--- config.mk ---
export PLATFORM = sky130hd
export DESIGN_NAME = mesi_snoop_ctrl
export DESIGN_NICKNAME = d
export VERILOG_FILES = /design/src/rtl/mesi_pkg.sv /design/src/rtl/mesi_prio_sel.sv /design/src/rtl/mesi_snoop_resp.sv /design/src/rtl/mesi_line_store.sv /design/src/rtl/mesi_snoop_ctrl.sv
export SDC_FILE = /design/constraint.sdc
export NUM_CORES = 1
export LEC_CHECK = 0
export BUFFER_PORTS_ARGS = -buffer_cell sky130_fd_sc_hd__buf_4
export CORE_UTILIZATION = 55
export CTS_CLUSTER_DIAMETER = 200
export DETAILED_ROUTE_END_ITERATION = 16
export PLACE_DENSITY = 0.76
export SLEW_MARGIN = 10
export SYNTH_ARGS = -nofsm -noshare
export SYNTH_HDL_FRONTEND = slang
export SYNTH_HIERARCHICAL = 1
export SYNTH_SLANG_ARGS = --single-unit
export TNS_END_PERCENT = 30
--- constraint.sdc ---
create_clock -name clk_i -period 7.1 [get_ports clk_i]
set_input_delay 0.71 -clock clk_i [delete_from_list [all_inputs] [get_ports clk_i]]
set_output_delay 0.71 -clock clk_i [all_outputs]
set_load 0.02 [all_outputs]
--- src/rtl/mesi_pkg.sv ---
package mesi_pkg;
  typedef enum logic [1:0] {ST_I = 2'd0, ST_S = 2'd1, ST_E = 2'd2, ST_M = 2'd3} mesi_e;
  typedef enum logic [1:0] {CMD_NONE = 2'd0, CMD_RD = 2'd1, CMD_RDX = 2'd2, CMD_WB = 2'd3} bus_cmd_e;
  typedef enum logic [1:0] {F_IDLE, F_WB, F_FILL, F_RESP} ctrl_e;
endpackage

--- src/rtl/mesi_prio_sel.sv ---
module mesi_prio_sel #(
  parameter int N = 4
) (
  input  logic [N-1:0] req_i,
  output logic [N-1:0] gnt_o
);
  logic [N:0] seen;
  assign seen[0] = 1'b0;
  for (genvar g = 0; g < N; g++) begin : g_chain
    assign seen[g+1] = seen[g] | req_i[g];
    assign gnt_o[g]  = req_i[g] & ~seen[g];
  end
endmodule

--- src/rtl/mesi_snoop_resp.sv ---
module mesi_snoop_resp
  import mesi_pkg::*;
#(
  parameter int TAG_W    = 6,
  parameter int N_CACHES = 4,
  parameter int CACHE_ID = 0
) (
  input  logic                valid_i,
  input  logic                excl_i,
  input  logic [TAG_W-1:0]    tag_i,
  input  mesi_e               line_st_i,
  input  logic [TAG_W-1:0]    line_tag_i,
  input  logic [N_CACHES-1:0] hits_i,
  output logic                hit_o,
  output logic                shared_o,
  output logic                flush_o,
  output logic                mem_upd_o,
  output mesi_e               next_st_o
);
  logic                hit;
  logic                owner;
  logic [N_CACHES-1:0] hits_mix;
  logic [N_CACHES-1:0] sel;

  assign hit   = valid_i && (line_st_i != ST_I) && (line_tag_i == tag_i);
  assign owner = (line_st_i == ST_M) || (line_st_i == ST_E);

  // own bit comes from the local lookup, not from the bus
  always_comb begin
    hits_mix           = hits_i;
    hits_mix[CACHE_ID] = hit;
  end

  mesi_prio_sel #(.N(N_CACHES)) i_sel (
    .req_i (hits_mix),
    .gnt_o (sel)
  );

  assign hit_o     = hit;
  assign shared_o  = hit && !excl_i;
  assign flush_o   = hit && (owner || sel[CACHE_ID]);
  assign mem_upd_o = flush_o && (line_st_i == ST_M);
  assign next_st_o = excl_i ? ST_I : ST_S;
endmodule

--- src/rtl/mesi_line_store.sv ---
module mesi_line_store
  import mesi_pkg::*;
#(
  parameter int SETS   = 16,
  parameter int TAG_W  = 6,
  parameter int DATA_W = 32,
  localparam int IDX_W = $clog2(SETS)
) (
  input  logic              clk_i,
  input  logic              rst_ni,
  input  logic [IDX_W-1:0]  cpu_idx_i,
  output mesi_e             cpu_st_o,
  output logic [TAG_W-1:0]  cpu_tag_o,
  output logic [DATA_W-1:0] cpu_data_o,
  input  logic              cpu_st_we_i,
  input  mesi_e             cpu_st_i,
  input  logic              cpu_line_we_i,
  input  logic [TAG_W-1:0]  cpu_tag_i,
  input  logic [DATA_W-1:0] cpu_data_i,
  input  logic [IDX_W-1:0]  snp_idx_i,
  output mesi_e             snp_st_o,
  output logic [TAG_W-1:0]  snp_tag_o,
  output logic [DATA_W-1:0] snp_data_o,
  input  logic              snp_st_we_i,
  input  mesi_e             snp_st_i
);
  mesi_e             st_q   [SETS];
  logic [TAG_W-1:0]  tag_q  [SETS];
  logic [DATA_W-1:0] data_q [SETS];

  // snoop write is last, so it wins on a same-set collision
  always_ff @(posedge clk_i or negedge rst_ni) begin
    if (!rst_ni) begin
      for (int s = 0; s < SETS; s++) st_q[s] <= ST_I;
    end else begin
      if (cpu_st_we_i) st_q[cpu_idx_i] <= cpu_st_i;
      if (snp_st_we_i) st_q[snp_idx_i] <= snp_st_i;
    end
  end

  always_ff @(posedge clk_i) begin
    if (cpu_line_we_i) begin
      tag_q[cpu_idx_i]  <= cpu_tag_i;
      data_q[cpu_idx_i] <= cpu_data_i;
    end
  end

  assign cpu_st_o   = st_q[cpu_idx_i];
  assign cpu_tag_o  = tag_q[cpu_idx_i];
  assign cpu_data_o = data_q[cpu_idx_i];
  assign snp_st_o   = st_q[snp_idx_i];
  assign snp_tag_o  = tag_q[snp_idx_i];
  assign snp_data_o = data_q[snp_idx_i];
endmodule

--- src/rtl/mesi_snoop_ctrl.sv ---
module mesi_snoop_ctrl
  import mesi_pkg::*;
#(
  parameter int ADDR_W   = 10,
  parameter int DATA_W   = 32,
  parameter int SETS     = 16,
  parameter int N_CACHES = 4,
  parameter int CACHE_ID = 2,
  localparam int IDX_W   = $clog2(SETS),
  localparam int TAG_W   = ADDR_W - IDX_W
) (
  input  logic                clk_i,
  input  logic                rst_ni,
  input  logic                cpu_req_i,
  input  logic                cpu_we_i,
  input  logic [ADDR_W-1:0]   cpu_addr_i,
  input  logic [DATA_W-1:0]   cpu_wdata_i,
  output logic                cpu_ack_o,
  output logic [DATA_W-1:0]   cpu_rdata_o,
  output logic                bus_req_o,
  output logic [1:0]          bus_cmd_o,
  output logic [ADDR_W-1:0]   bus_addr_o,
  output logic [DATA_W-1:0]   bus_wdata_o,
  input  logic                bus_gnt_i,
  input  logic [DATA_W-1:0]   bus_rdata_i,
  input  logic                bus_shared_i,
  input  logic                snp_valid_i,
  input  logic                snp_excl_i,
  input  logic [ADDR_W-1:0]   snp_addr_i,
  input  logic [N_CACHES-1:0] snp_hits_i,
  output logic                snp_hit_o,
  output logic                snp_shared_o,
  output logic                snp_flush_o,
  output logic                snp_mem_upd_o,
  output logic [DATA_W-1:0]   snp_data_o
);
  ctrl_e             fsm_q, fsm_d;
  logic              req_we_q;
  logic [TAG_W-1:0]  req_tag_q;
  logic [IDX_W-1:0]  req_idx_q;
  logic [DATA_W-1:0] req_wdata_q;
  logic [DATA_W-1:0] rdata_q, rdata_d;

  logic [TAG_W-1:0]  cpu_tag;
  logic [IDX_W-1:0]  cpu_idx;
  logic [IDX_W-1:0]  lk_idx;
  mesi_e             lk_st;
  logic [TAG_W-1:0]  lk_tag;
  logic [DATA_W-1:0] lk_data;
  logic              lk_hit;
  logic              accept;

  logic              st_we, line_we;
  mesi_e             st_wr;
  logic [TAG_W-1:0]  tag_wr;
  logic [DATA_W-1:0] data_wr;

  mesi_e             snp_st, snp_next;
  logic [TAG_W-1:0]  snp_line_tag;
  logic              snp_hit;

  assign cpu_tag = cpu_addr_i[ADDR_W-1:IDX_W];
  assign cpu_idx = cpu_addr_i[IDX_W-1:0];
  assign lk_idx  = (fsm_q == F_IDLE) ? cpu_idx : req_idx_q;
  assign lk_hit  = (lk_st != ST_I) && (lk_tag == cpu_tag);
  // a snoop takes the array first; the processor waits one cycle
  assign accept  = (fsm_q == F_IDLE) && cpu_req_i && !snp_valid_i;

  mesi_line_store #(.SETS(SETS), .TAG_W(TAG_W), .DATA_W(DATA_W)) i_store (
    .clk_i         (clk_i),
    .rst_ni        (rst_ni),
    .cpu_idx_i     (lk_idx),
    .cpu_st_o      (lk_st),
    .cpu_tag_o     (lk_tag),
    .cpu_data_o    (lk_data),
    .cpu_st_we_i   (st_we),
    .cpu_st_i      (st_wr),
    .cpu_line_we_i (line_we),
    .cpu_tag_i     (tag_wr),
    .cpu_data_i    (data_wr),
    .snp_idx_i     (snp_addr_i[IDX_W-1:0]),
    .snp_st_o      (snp_st),
    .snp_tag_o     (snp_line_tag),
    .snp_data_o    (snp_data_o),
    .snp_st_we_i   (snp_hit),
    .snp_st_i      (snp_next)
  );

  mesi_snoop_resp #(.TAG_W(TAG_W), .N_CACHES(N_CACHES), .CACHE_ID(CACHE_ID)) i_snoop (
    .valid_i    (snp_valid_i),
    .excl_i     (snp_excl_i),
    .tag_i      (snp_addr_i[ADDR_W-1:IDX_W]),
    .line_st_i  (snp_st),
    .line_tag_i (snp_line_tag),
    .hits_i     (snp_hits_i),
    .hit_o      (snp_hit),
    .shared_o   (snp_shared_o),
    .flush_o    (snp_flush_o),
    .mem_upd_o  (snp_mem_upd_o),
    .next_st_o  (snp_next)
  );
  assign snp_hit_o = snp_hit;

  always_comb begin
    fsm_d   = fsm_q;
    rdata_d = rdata_q;
    st_we   = 1'b0;
    st_wr   = ST_I;
    line_we = 1'b0;
    tag_wr  = req_tag_q;
    data_wr = req_wdata_q;
    unique case (fsm_q)
      F_IDLE: if (accept) begin
        if (lk_hit && !cpu_we_i) begin
          rdata_d = lk_data;
          fsm_d   = F_RESP;
        end else if (lk_hit && (lk_st == ST_E || lk_st == ST_M)) begin
          st_we   = 1'b1;
          st_wr   = ST_M;
          line_we = 1'b1;
          tag_wr  = cpu_tag;
          data_wr = cpu_wdata_i;
          fsm_d   = F_RESP;
        end else if (!lk_hit && lk_st == ST_M) begin
          fsm_d = F_WB;
        end else begin
          fsm_d = F_FILL;
        end
      end
      F_WB: begin
        // victim lost ownership to a snoop: nothing left to write back
        if (lk_st != ST_M) begin
          fsm_d = F_FILL;
        end else if (bus_gnt_i) begin
          st_we = 1'b1;
          st_wr = ST_I;
          fsm_d = F_FILL;
        end
      end
      F_FILL: if (bus_gnt_i) begin
        st_we   = 1'b1;
        st_wr   = req_we_q ? ST_M : (bus_shared_i ? ST_S : ST_E);
        line_we = 1'b1;
        data_wr = req_we_q ? req_wdata_q : bus_rdata_i;
        rdata_d = bus_rdata_i;
        fsm_d   = F_RESP;
      end
      F_RESP: fsm_d = F_IDLE;
      default: fsm_d = F_IDLE;
    endcase
  end

  always_ff @(posedge clk_i or negedge rst_ni) begin
    if (!rst_ni) begin
      fsm_q       <= F_IDLE;
      req_we_q    <= 1'b0;
      req_tag_q   <= '0;
      req_idx_q   <= '0;
      req_wdata_q <= '0;
      rdata_q     <= '0;
    end else begin
      fsm_q   <= fsm_d;
      rdata_q <= rdata_d;
      if (accept) begin
        req_we_q    <= cpu_we_i;
        req_tag_q   <= cpu_tag;
        req_idx_q   <= cpu_idx;
        req_wdata_q <= cpu_wdata_i;
      end
    end
  end

  assign cpu_ack_o   = (fsm_q == F_RESP);
  assign cpu_rdata_o = rdata_q;
  assign bus_req_o   = (fsm_q == F_FILL) || (fsm_q == F_WB && lk_st == ST_M);
  assign bus_wdata_o = lk_data;

  always_comb begin
    bus_cmd_o  = CMD_NONE;
    bus_addr_o = {req_tag_q, req_idx_q};
    if (fsm_q == F_WB && lk_st == ST_M) begin
      bus_cmd_o  = CMD_WB;
      bus_addr_o = {lk_tag, req_idx_q};
    end else if (fsm_q == F_FILL) begin
      bus_cmd_o = req_we_q ? CMD_RDX : CMD_RD;
    end
  end
endmodule

==> results_dict.tcl <==
set metrics [dict create \
    status "completed" \
    setup_tns_ns 0 \
    rsz0062_at_grt "false" \
    cp-end-kind "register" \
    cts_resized 0 \
    clkSlewWorstSetupHoldPaths_ns 0.06 \
    max-vdd-ir-drop_mv 0.3742 \
    fp.coreArea_mm2 0.06194 \
    place_ws_ns 0.8463 \
    wire_per_inst_um 32.16 \
    finalHoldViolations 0 \
    finalMaxSlewViolations 0 \
    drt_wl_total_um 99830 \
    arrival_ns 6.56 \
    final_nets 2305 \
    worst_pin_slew_ns 1.149 \
    htreeDepth 3 \
    grt_max_degree 85 \
    path_max_fanout 74 \
    cp-start-kind "register" \
    setup_violations 0 \
    drive_gt1_frac 0.3891 \
    dp_cells 2963 \
    chipWidth_um 252.9 \
    report.power.total_uw 18260 \
    grt_pass1_vias 22750 \
    hold_path_class "input pin to asynchronous set/reset pin" \
    chipHeight_um 252.9 \
    antenna_cells 0 \
    relSlewSlack 0.2340 \
    numCtsBuffers 77 \
    antenna_found_initial 2 \
    cts_root_buf "clkbuf_16" \
    postSynthAreaPerCell_um2 17.29 \
    period_needed_ns 6.281 \
    gr-total-overflow 0 \
    areaGrowthSynthToFinish_pct 15.13 \
    portBuffers 207 \
    postLayoutCoreUtil 0.6437 \
    dp_hpwl_um 56530 \
    layout_setup_ws_ns 0.8192 \
    ios 210 \
    maxCapViolations 0 \
    syn-cell-area_mm2 0.03463 \
    post_cts_buffers 0 \
    ys_warn_count 6 \
    postCtsHoldBufs 0 \
    grt_pass1_wl_um 146700 \
    clk_latency_ns 0.63 \
    vias 21850 \
    drtIter0Drc 2853 \
    syn_nets 2103 \
    cts_buffer_depth 3 \
    gp_congestion 0.8457 \
    max_freq_mhz 159.2 \
    grt.total_usage 0.3183 \
    cts.sink_count 717 \
    p_leak_uw 0.01397 \
    cp.required_ns 7.38 \
    initial_core_util 0.5591 \
    finClkSkew_ns 0.03337 \
    crit_type "register to register" \
    vias_per_cell 7.038 \
    final.period_utilization 0.8846 \
    drt_first_pass_iters 8 \
    synthCells 2003 \
    die_area_mm2 0.06397 \
    final_cells 3104 \
    power_density_mw_per_mm2 457.9 \
    ant_nets 0 \
    r2r_cells 13 \
    cts_tree "yes" \
    rows 91 \
    drc 0 \
]
## report_power, final
group          switching (uW)  leakage (uW)  internal (uW)
Combinational            4730       0.00584           3080
Sequential                321       0.00688           6070
Clock                    1670       0.00125           2390
Total                    6720        0.0140          11500
## sequential cells by signal (all words and copies together), names as in the netlist
signal,count
fsm_q,2
req_we_q,1
i_store/st_q,32
i_store/tag_q,96
cpu_rdata_o,32
req_idx_q,4
req_wdata_q,32
req_tag_q,6
i_store/data_q,512
## cell usage in the layout (no fill, tap or decap), types with 3 or more instances in the layout
| master | n |
|---|---|
| ha_1 | 3 |
| nor2_1 | 42 |
| buf_4 | 279 |
| xnor2_1 | 3 |
| clkinv_1 | 5 |
| nor2_4 | 19 |
| buf_12 | 8 |
| a22oi_1 | 160 |
| a31oi_1 | 32 |
| mux4_2 | 320 |
| nor4_1 | 3 |
| clkbuf_1 | 18 |
| nand3b_1 | 7 |
| clkbuf_16 | 81 |
| o21ai_0 | 43 |
| mux2_1 | 9 |
| a21oi_1 | 36 |
| nor3_1 | 33 |
| mux2_2 | 113 |
| inv_1 | 4 |
| xor2_1 | 6 |
| dfrtp_1 | 109 |
| nor2b_1 | 6 |
| edfxtp_1 | 608 |
| clkinv_2 | 16 |
| o21ai_1 | 24 |
| nand2b_1 | 6 |
| mux2i_1 | 64 |
| bufinv_16 | 6 |
| clkbuf_8 | 7 |
| or3b_1 | 3 |
| and3b_1 | 4 |
| nand2_1 | 105 |
| clkinv_8 | 3 |
| nand3_1 | 41 |
| clkinvlp_4 | 4 |
| nor2b_4 | 4 |
## routing by layer
layer | wire length (um) | up-vias | track usage
li1 | - | 8736 | -
met1 | 34850 | 11310 | 0.4190
met2 | 49620 | 1547 | 0.5229
met3 | 11680 | 249 | 0.06209
met4 | 3640 | 4 | 0.1321
met5 | 27 | - | 0
## critical path, stage by stage, from the launching register on
cell and delay [ns]:
dfrtp_1 0.43, inv_1 0.12, ha_1 0.58, mux2_8 0.81, mux4_2 0.59, a22oi_1 0.24, nand2_1 0.17, xor2_1 0.22
nor4_4 0.54, nand3_4 0.42, nand2_1 0.27, nand3b_1 0.34, nor2_4 0.67, buf_4 0.43
## layout make-up
type / count / area, um2
multi-input cells: 1113 / 12970
well taps: 837 / 1047
flip-flops and latches: 717 / 20990
inverters: 6 / 22.52
clock inverters: 35 / 366.6
repair buffers: 290 / 2292
clock buffers: 106 / 2191
fillers: 4151 / 22070
## metrics by stage
| step | instance area, um2 | hold slack (ns) |
|---|---|---|
| finish | 39870 | 0.1243 |
| global placement | 37310 | 0.4699 |
| detailed placement | 37310 | 0.4760 |
| floorplan | 34630 | 0.4144 |
| CTS | 39860 | 0.1427 |
| global route | 39870 | 0.1839 |
## worst paths after layout
check                                            start                               end  slack [ns]
max reg2reg                       fsm_q[0]$_DFFE_PN0P_  i_store/data_q[11][26]$_DFFE_PP_        0.82
max in group asynchronous                       rst_ni       req_wdata_q[12]$_DFFE_PN0P_        5.82
max                               fsm_q[0]$_DFFE_PN0P_  i_store/data_q[11][26]$_DFFE_PP_        0.82
min                                             rst_ni          req_idx_q[1]$_DFFE_PN0P_        0.12
min in group clk_i                      cpu_wdata_i[1]        req_wdata_q[1]$_DFFE_PN0P_        0.31
min reg2reg                cpu_rdata_o[24]$_DFFE_PN0P_       cpu_rdata_o[24]$_DFFE_PN0P_        0.49
No activity file was read; power rests on OpenSTA's default activity.
